**src/rtl/eadr_pkg.sv**
```systemverilog
`timescale 1ns/1ps
package eadr_pkg;
   localparam int BYTE_W   = 8;
   localparam int MAC_W    = 48;
   localparam int DA_BYTES = MAC_W / BYTE_W;
   // delimiter in arrival order, oldest bit in the MSB
   localparam logic [BYTE_W-1:0] SFD_PAT = 8'b1010_1011;

   typedef enum logic {ST_HUNT, ST_DATA} hunt_st_e;
endpackage

```
**src/rtl/eadr_sync.sv**
```systemverilog
`timescale 1ns/1ps
module eadr_sync #(
   parameter int SYNC_STAGES = 2,
   parameter int IDLE_CYC    = 64
) (
   input  logic clk_i,
   input  logic rst_ni,
   input  logic rx_clk_i,
   input  logic rx_dat_i,
   output logic bit_v_o,
   output logic bit_d_o,
   output logic idle_o
);
   localparam int GW = $clog2(IDLE_CYC + 1);
   localparam logic [GW-1:0] GAP_MAX = GW'(IDLE_CYC);
   localparam logic [GW-1:0] GAP_HIT = GW'(IDLE_CYC - 1);

   logic [SYNC_STAGES:0]   ck_q;
   logic [SYNC_STAGES-1:0] dq_q;
   logic [GW-1:0]          gap_q;

   always_ff @(posedge clk_i) begin
      if (!rst_ni) begin
         ck_q  <= '0;
         dq_q  <= '0;
         gap_q <= GAP_MAX;
      end else begin
         ck_q <= {ck_q[SYNC_STAGES-1:0], rx_clk_i};
         dq_q <= {dq_q[SYNC_STAGES-2:0], rx_dat_i};
         if (bit_v_o)               gap_q <= '0;
         else if (gap_q != GAP_MAX) gap_q <= gap_q + 1'b1;
      end
   end

   // data and clock pass through equal depth, so stage SYNC_STAGES-1 lines up
   assign bit_v_o = ck_q[SYNC_STAGES-1] & ~ck_q[SYNC_STAGES];
   assign bit_d_o = dq_q[SYNC_STAGES-1];
   assign idle_o  = (gap_q == GAP_HIT) && !bit_v_o;

   p_idle_single_r8: assert property (@(posedge clk_i) disable iff (!rst_ni)
      idle_o |=> !idle_o);
endmodule

```
**src/rtl/eadr_deser.sv**
```systemverilog
`timescale 1ns/1ps
module eadr_deser
   import eadr_pkg::*;
#(
   parameter int WIN_BYTES = 64,
   parameter int CW        = 7
) (
   input  logic              clk_i,
   input  logic              rst_ni,
   input  logic              bit_v_i,
   input  logic              bit_d_i,
   input  logic              idle_i,
   output logic              mark_o,
   output logic [BYTE_W-1:0] byte_o,
   output logic              byte_vld_o,
   output logic [MAC_W-1:0]  da_o,
   output logic              da_vld_o,
   output logic [CW-1:0]     nbytes_o
);
   localparam logic [CW-1:0] CNT_MAX = CW'(WIN_BYTES + 1);
   localparam logic [CW-1:0] DA_C    = CW'(DA_BYTES);

   hunt_st_e          state_q;
   logic [BYTE_W-1:0] hist_q, bsh_q, byte_q;
   logic [2:0]        bcnt_q;
   logic [CW-1:0]     nbytes_q;
   logic [MAC_W-1:0]  da_q;
   logic              mark_q, bvld_q, davld_q;
   logic [BYTE_W-1:0] hist_nx, byte_nx;

   assign hist_nx = {hist_q[BYTE_W-2:0], bit_d_i};
   assign byte_nx = {bit_d_i, bsh_q[BYTE_W-1:1]};

   always_ff @(posedge clk_i) begin
      if (!rst_ni) begin
         state_q <= ST_HUNT; hist_q <= '0; bsh_q <= '0; byte_q <= '0;
         bcnt_q <= '0; nbytes_q <= '0; da_q <= '0;
         mark_q <= 1'b0; bvld_q <= 1'b0; davld_q <= 1'b0;
      end else begin
         mark_q  <= 1'b0;
         bvld_q  <= 1'b0;
         davld_q <= 1'b0;
         if (idle_i) begin
            state_q <= ST_HUNT; hist_q <= '0; bsh_q <= '0;
            bcnt_q <= '0; nbytes_q <= '0;
         end else if (bit_v_i) begin
            unique case (state_q)
               ST_HUNT: begin
                  hist_q <= hist_nx;
                  if (hist_nx == SFD_PAT) begin
                     state_q  <= ST_DATA;
                     mark_q   <= 1'b1;
                     bcnt_q   <= '0;
                     nbytes_q <= '0;
                  end
               end
               ST_DATA: begin
                  bsh_q  <= byte_nx;
                  bcnt_q <= bcnt_q + 1'b1;
                  if (bcnt_q == 3'd7) begin
                     byte_q <= byte_nx;
                     bvld_q <= 1'b1;
                     mark_q <= 1'b1;
                     if (nbytes_q != CNT_MAX) nbytes_q <= nbytes_q + 1'b1;
                     if (nbytes_q < DA_C) da_q <= {byte_nx, da_q[MAC_W-1:BYTE_W]};
                     if (nbytes_q == DA_C - 1'b1) davld_q <= 1'b1;
                  end
               end
               default: state_q <= ST_HUNT;
            endcase
         end
      end
   end

   assign mark_o     = mark_q;
   assign byte_o     = byte_q;
   assign byte_vld_o = bvld_q;
   assign da_o       = da_q;
   assign da_vld_o   = davld_q;
   assign nbytes_o   = nbytes_q;

   p_hunt_quiet_r1: assert property (@(posedge clk_i) disable iff (!rst_ni)
      (state_q == ST_HUNT) |=> !byte_vld_o);
   p_byte_marked_r2: assert property (@(posedge clk_i) disable iff (!rst_ni)
      byte_vld_o |-> mark_o);
   p_da_on_byte_r3: assert property (@(posedge clk_i) disable iff (!rst_ni)
      da_vld_o |-> (byte_vld_o && nbytes_o == DA_C));
   p_idle_clear_r8: assert property (@(posedge clk_i) disable iff (!rst_ni)
      idle_i |=> (state_q == ST_HUNT && bcnt_q == 3'd0 && nbytes_o == '0));
endmodule

```
**src/rtl/eadr_cam.sv**
```systemverilog
`timescale 1ns/1ps
module eadr_cam
   import eadr_pkg::*;
#(
   parameter int NENT     = 4,
   parameter int IW       = 2,
   parameter bit CMP_PIPE = 1'b1
) (
   input  logic             clk_i,
   input  logic             rst_ni,
   input  logic             we_i,
   input  logic [IW-1:0]    idx_i,
   input  logic [MAC_W-1:0] mac_i,
   input  logic             vld_i,
   input  logic [MAC_W-1:0] da_i,
   input  logic             da_vld_i,
   output logic             dec_vld_o,
   output logic             dec_hit_o
);
   logic [MAC_W-1:0] tab_q [NENT];
   logic [NENT-1:0]  val_q;
   logic [NENT-1:0]  hit_vec;

   for (genvar i = 0; i < NENT; i++) begin : g_ent
      always_ff @(posedge clk_i) begin
         if (!rst_ni) begin
            tab_q[i] <= '0;
            val_q[i] <= 1'b0;
         end else if (we_i && idx_i == IW'(i)) begin
            tab_q[i] <= mac_i;
            val_q[i] <= vld_i;
         end
      end
      assign hit_vec[i] = val_q[i] && (tab_q[i] == da_i);
   end

   if (CMP_PIPE) begin : g_pipe
      logic v_q, h_q;
      always_ff @(posedge clk_i) begin
         if (!rst_ni) begin
            v_q <= 1'b0; h_q <= 1'b0;
         end else begin
            v_q <= da_vld_i;
            h_q <= |hit_vec;
         end
      end
      assign dec_vld_o = v_q;
      assign dec_hit_o = h_q;
   end else begin : g_comb
      assign dec_vld_o = da_vld_i;
      assign dec_hit_o = |hit_vec;
   end

   p_write_r10: assert property (@(posedge clk_i) disable iff (!rst_ni)
      (we_i && int'(idx_i) < NENT) |=>
         (val_q[$past(idx_i)] == $past(vld_i) && tab_q[$past(idx_i)] == $past(mac_i)));
endmodule

```
**src/rtl/eadr_stretch.sv**
```systemverilog
`timescale 1ns/1ps
module eadr_stretch #(
   parameter int REJ_CYC = 25
) (
   input  logic clk_i,
   input  logic rst_ni,
   input  logic fire_i,
   output logic rej_no
);
   localparam int PW = $clog2(REJ_CYC + 2);
   localparam logic [PW-1:0] LOAD = PW'(REJ_CYC);

   logic [PW-1:0] cnt_q;

   always_ff @(posedge clk_i) begin
      if (!rst_ni)            cnt_q <= '0;
      else if (fire_i)        cnt_q <= LOAD;
      else if (cnt_q != '0)   cnt_q <= cnt_q - 1'b1;
   end

   assign rej_no = (cnt_q == '0);

   // independent measure of each low run
   logic [PW-1:0] low_len_q;
   always_ff @(posedge clk_i) begin
      if (!rst_ni || rej_no)          low_len_q <= '0;
      else if (low_len_q != '1)       low_len_q <= low_len_q + 1'b1;
   end

   p_width_r5: assert property (@(posedge clk_i) disable iff (!rst_ni)
      $rose(rej_no) |-> (low_len_q == LOAD));
endmodule

```
**src/rtl/eadr_filter.sv**
```systemverilog
`timescale 1ns/1ps
module eadr_filter
   import eadr_pkg::*;
#(
   parameter int NENT        = 4,
   parameter int REJ_CYC     = 25,
   parameter int IDLE_CYC    = 64,
   parameter int SYNC_STAGES = 2,
   parameter int WIN_BYTES   = 64,
   parameter bit CMP_PIPE    = 1'b1,
   localparam int IW         = (NENT > 1) ? $clog2(NENT) : 1
) (
   input  logic              clk_i,
   input  logic              rst_ni,
   input  logic              rx_clk_i,
   input  logic              rx_dat_i,
   input  logic              tab_we_i,
   input  logic [IW-1:0]     tab_idx_i,
   input  logic [MAC_W-1:0]  tab_mac_i,
   input  logic              tab_vld_i,
   input  logic              rej_on_hit_i,
   output logic              mark_o,
   output logic [BYTE_W-1:0] byte_o,
   output logic              byte_vld_o,
   output logic              reject_no
);
   localparam int CW = $clog2(WIN_BYTES + 2);

   if (NENT < 1)             begin : g_bad_nent  $error("NENT must be at least 1");        end
   if (SYNC_STAGES < 2)      begin : g_bad_sync  $error("SYNC_STAGES must be at least 2"); end
   if (REJ_CYC < 1)          begin : g_bad_rej   $error("REJ_CYC must be at least 1");     end
   if (IDLE_CYC < 4)         begin : g_bad_idle  $error("IDLE_CYC must be at least 4");    end
   if (WIN_BYTES <= DA_BYTES) begin : g_bad_win  $error("WIN_BYTES must exceed address"); end

   logic bit_v, bit_d, idle;
   logic [MAC_W-1:0] da;
   logic da_vld, dec_vld, dec_hit, fire;
   logic [CW-1:0] nbytes;

   eadr_sync #(.SYNC_STAGES(SYNC_STAGES), .IDLE_CYC(IDLE_CYC)) i_sync (
      .clk_i, .rst_ni, .rx_clk_i, .rx_dat_i,
      .bit_v_o(bit_v), .bit_d_o(bit_d), .idle_o(idle));

   eadr_deser #(.WIN_BYTES(WIN_BYTES), .CW(CW)) i_deser (
      .clk_i, .rst_ni, .bit_v_i(bit_v), .bit_d_i(bit_d), .idle_i(idle),
      .mark_o, .byte_o, .byte_vld_o, .da_o(da), .da_vld_o(da_vld),
      .nbytes_o(nbytes));

   eadr_cam #(.NENT(NENT), .IW(IW), .CMP_PIPE(CMP_PIPE)) i_cam (
      .clk_i, .rst_ni, .we_i(tab_we_i), .idx_i(tab_idx_i), .mac_i(tab_mac_i),
      .vld_i(tab_vld_i), .da_i(da), .da_vld_i(da_vld),
      .dec_vld_o(dec_vld), .dec_hit_o(dec_hit));

   assign fire = dec_vld && (rej_on_hit_i ? dec_hit : !dec_hit);

   eadr_stretch #(.REJ_CYC(REJ_CYC)) i_stretch (
      .clk_i, .rst_ni, .fire_i(fire), .rej_no(reject_no));

   p_fire_low_r4: assert property (@(posedge clk_i) disable iff (!rst_ni)
      fire |=> !reject_no);
   p_window_r6: assert property (@(posedge clk_i) disable iff (!rst_ni)
      $fell(reject_no) |-> (nbytes >= CW'(DA_BYTES) && nbytes <= CW'(WIN_BYTES)));
endmodule

```
**config.mk**
```make
export PLATFORM = sky130hd
export DESIGN_NAME = eadr_filter
export DESIGN_NICKNAME = d
export VERILOG_FILES = /design/src/rtl/eadr_pkg.sv /design/src/rtl/eadr_sync.sv /design/src/rtl/eadr_deser.sv /design/src/rtl/eadr_cam.sv /design/src/rtl/eadr_stretch.sv /design/src/rtl/eadr_filter.sv
export SDC_FILE = /design/constraint.sdc
export NUM_CORES = 1
export LEC_CHECK = 0
export BUFFER_PORTS_ARGS = -buffer_cell sky130_fd_sc_hd__buf_2
export CORE_UTILIZATION = 40
export CTS_BUF_LIST = sky130_fd_sc_hd__clkbuf_2
export CTS_CLUSTER_DIAMETER = 120
export DETAILED_ROUTE_END_ITERATION = 12
export PLACE_DENSITY = 0.59
export SYNTH_ARGS = -nofsm -noshare
export SYNTH_HDL_FRONTEND = slang
export SYNTH_SLANG_ARGS = --single-unit
```
**constraint.sdc**
```tcl
create_clock -name clk_i -period 5.15 [get_ports clk_i]
set_input_delay 0 -clock clk_i [delete_from_list [all_inputs] [get_ports clk_i]]
set_output_delay 0 -clock clk_i [all_outputs]
set_load 0.02 [all_outputs]
```
==> out/metrics.csv <==
metric;value;unit
synth_compound_area_share;4.34;%
wl;37600;um
synth_xor_area_share;12.7;%
required;5.91;ns
synth_cells;1199;
worstSkewPairLatency;0.91;ns
clock_sinks;299;
antenna_found_initial;2;
port_buffers;67;
initial_core_util;40.9;%
period_share;51.8;%
sw_frac_of_total;26.8;%
hold_viol;0;
die_w;185;um
cp-startpoint;i_sync.ck_q[1];
core-area;32700;um^2
rows;66;
fmax;0.375;GHz
fin_area;16100;um^2
syn_avg_cell_area;11.2;um^2
fp.dieH;185;um
ff2ff_path_depth;6;
cp.arrival;3.42;ns
slew_violations;0;
grt_pass1_vias;9390;
crit_path_end;i_deser.da_o[34];
slowest_delay;0.55;ns
fin_skew;0.0845;ns
yosys.area_share.simple;19.5;%
pwr-share-seq;54.5;%
synth_top_family_by_area;simple AND/OR/NAND/NOR gates;
ys_async_sr_fraction;0;%
ys_warn_count;0;
startpoint_type;flop;
critical_path_class;flop to flop;
p_sw;1.36;mW
gp_congestion;0.907;
rrSetupSlack;2.48;ns
p_int;3.70;mW
layout_common_cells;199 x and2_1, 192 x edfxtp_1, 141 x xnor2_1, 141 x nand2_1, 127 x clkbuf_2;
yosysSeqAreaShare;59.1;%
finalSetupTns;0;ns
crit_chain;nor2b_1, nand3_1, a211oi_4, buf_4, nand2_1, a21oi_1;
grt_max_degree;50;
nNetsFinal;1453;
drv_cap;0;
drt_pass1_iterations;7;
syn2layout_area_growth;20.0;%
cts_tree;built;
post-route-min-period;2.67;ns
synth_mux_area_share;0.523;%
post_drt_wl_per_cell;19.8;um
synthesis.area;13400;um^2
die_area;34200;um^2
cts_buffer_depth;3;
pwr-share-clk;36.2;%
p_comb_share;9.4;%
drt_iter0_drc;770;
n_fill_cell;3127;
overflow;0;
post-route-drc-count;0;
peakVddDrop;0.000160;V
cpMaxStageDelayCell;buf_4;
reg2reg_from;i_sync.ck_q[1];
cts_buffers;81;
synth-seq-cells;299;
cts-root-buf;clkbuf_2;
r2r-end;i_deser.da_o[34];
p_leak;5.89;nW
critPathMaxFanout;48;
worst_pin_slew;0.886;ns
power_density;315;nW/um^2
placed_area;14000;um^2
final_antenna_net_count;0;
clk_pin_slew;0.11;ns
dp_hpwl;23800;um
synthesis.nets;1263;
slew-limit-headroom;40.4;%
synth_cell_types;48;
cts.htree.levels;3;
cts_setup_buffers;0;
yosys_most_used_dff;edfxtp_1;
synth_edf_count;192;
synth_fa_ha_area_share;0.654;%
final_common_cell;and2_1;
vias;9461;
grt_pass1_wl;56300;um
rsz0062_at_grt;no;
routed_via_density;4.99;
grt_usage;22.6;%
drive_gt1_share;15.6;%
status;finished clean;
hold_path_class;primary input to flop;
io_pins;68;
setup_viol_count_final;0;
end_kind;flop;
-- logic make-up (layout without fill, tap and decap cells) --
logic type                 count (synthesis)  in the layout
xor gates and xnor gates                 194            194
and+or+nand+nor                          486            486
DFF                                      299            299
buffers and inverters                    109            362
muxes                                      7              7
other                                      0              3
AOI/OAI and AO/OA                         97             97
adders and majority gates                  7              7
-- sequential cells by signal, indices dropped and copies added, names as in the netlist --
signal              flops
i_deser.bcnt_q          3
i_deser.hist_q          7
i_deser.mark_o          1
i_sync.ck_q             3
i_cam.dec_vld_o         1
i_sync.dq_q             2
i_sync.gap_q            7
i_cam.val_q             4
i_stretch.cnt_q         5
i_deser.da_o           48
i_cam.tab_q           192
i_deser.byte_o          8
i_deser.bsh_q           7
i_deser.byte_vld_o      1
i_deser.da_vld_o        1
i_deser.nbytes_o        7
i_deser.state_q         1
i_cam.dec_hit_o         1
-- cells in the mapped netlist, types with 4 or more instances --
library cell,n,area [um^2]
ha_1,7,87.6
xnor2_1,141,1230
nand2_1,145,544
and2_1,199,1240
a21oi_1,71,355
nand2b_1,7,43.8
xor2_1,53,464
nor4_1,22,138
o21ai_0,4,20.0
nor2_1,38,143
dfxtp_1,107,2140
clkbuf_1,86,323
nor3_1,7,35.0
nand3_1,13,65.1
nand4_1,33,206
mux2i_1,7,70.1
inv_1,17,63.8
edfxtp_1,192,5770
-- power by group through the flow --
stage	Combinational, mW	Clock [mW]	Sequential [mW]
2_1_floorplan	0.250	0	2.79
3_3_place_gp	0.398	0	2.81
3_5_place_dp	0.402	0	2.81
4_1_cts	0.476	1.88	2.76
5_1_grt	0.513	2.00	2.77
6_report	0.473	1.83	2.76
-- critical path, delay by kind of cell (launching register included) --
family | cells | cell delay, ns
and+or+nand+nor | 3 | 1.09
buffers and inverters | 1 | 0.55
AOI/OAI and AO/OA | 2 | 0.49
DFF | 1 | 0.35
-- worst min-delay path by stage --
stage	depth (start not counted)	to	startpoint
after floorplan	2	i_cam.val_q[0]	tab_vld_i
after global placement	2	i_sync.dq_q[0]	rx_dat_i
after detailed placement	2	i_sync.ck_q[0]	rx_clk_i
after CTS	3	i_cam.tab_q[2][30]	tab_mac_i[30]
after global routing	3	i_cam.tab_q[2][30]	tab_mac_i[30]
final	3	i_cam.tab_q[1][43]	tab_mac_i[43]
-- metal layers --
layer,wire length (um),global-route usage (%),share of wire (%),up-vias
met3,2680,5.37,7.1,85
met4,1320,10.3,3.5,0
met5,0,0,0,-
li1,-,-,-,4479
met1,16000,28.7,43,4536
met2,17600,36.5,47,361
-- layout make-up --
class | instances | area (um^2) | share of cell area [%]
sequential | 299 | 7910 | 49.2
antenna | 3 | 7.51 | 0.0467
clock buffer | 127 | 636 | 3.96
tap | 442 | 553 | 3.44
timing repair buffer | 198 | 1620 | 10.1
inverter | 18 | 67.6 | 0.420
multi-input combinational | 791 | 5110 | 31.8
clock inverter | 19 | 165 | 1.03
-- stage by stage --
step	power, mW	worst slack (ns)	hold WS [ns]	std cells	utilization (%)
2_1_floorplan	3.04	3.19	0.109	1199	-
3_3_place_gp	3.21	2.62	0.214	1627	43.0
3_5_place_dp	3.21	2.61	0.217	1627	43.0
4_1_cts	5.12	2.51	0.000573	1894	49.1
5_1_grt	5.29	2.28	-0.00799	1897	49.1
6_report	5.06	2.48	0.0541	1897	49.1
-- what timing repair did --
item,4_1_cts,5_1_grt
hold endpoints to repair,289,0
hold buffers,121,0
resized for setup,0,0
(Power assumes the default switching activity.)
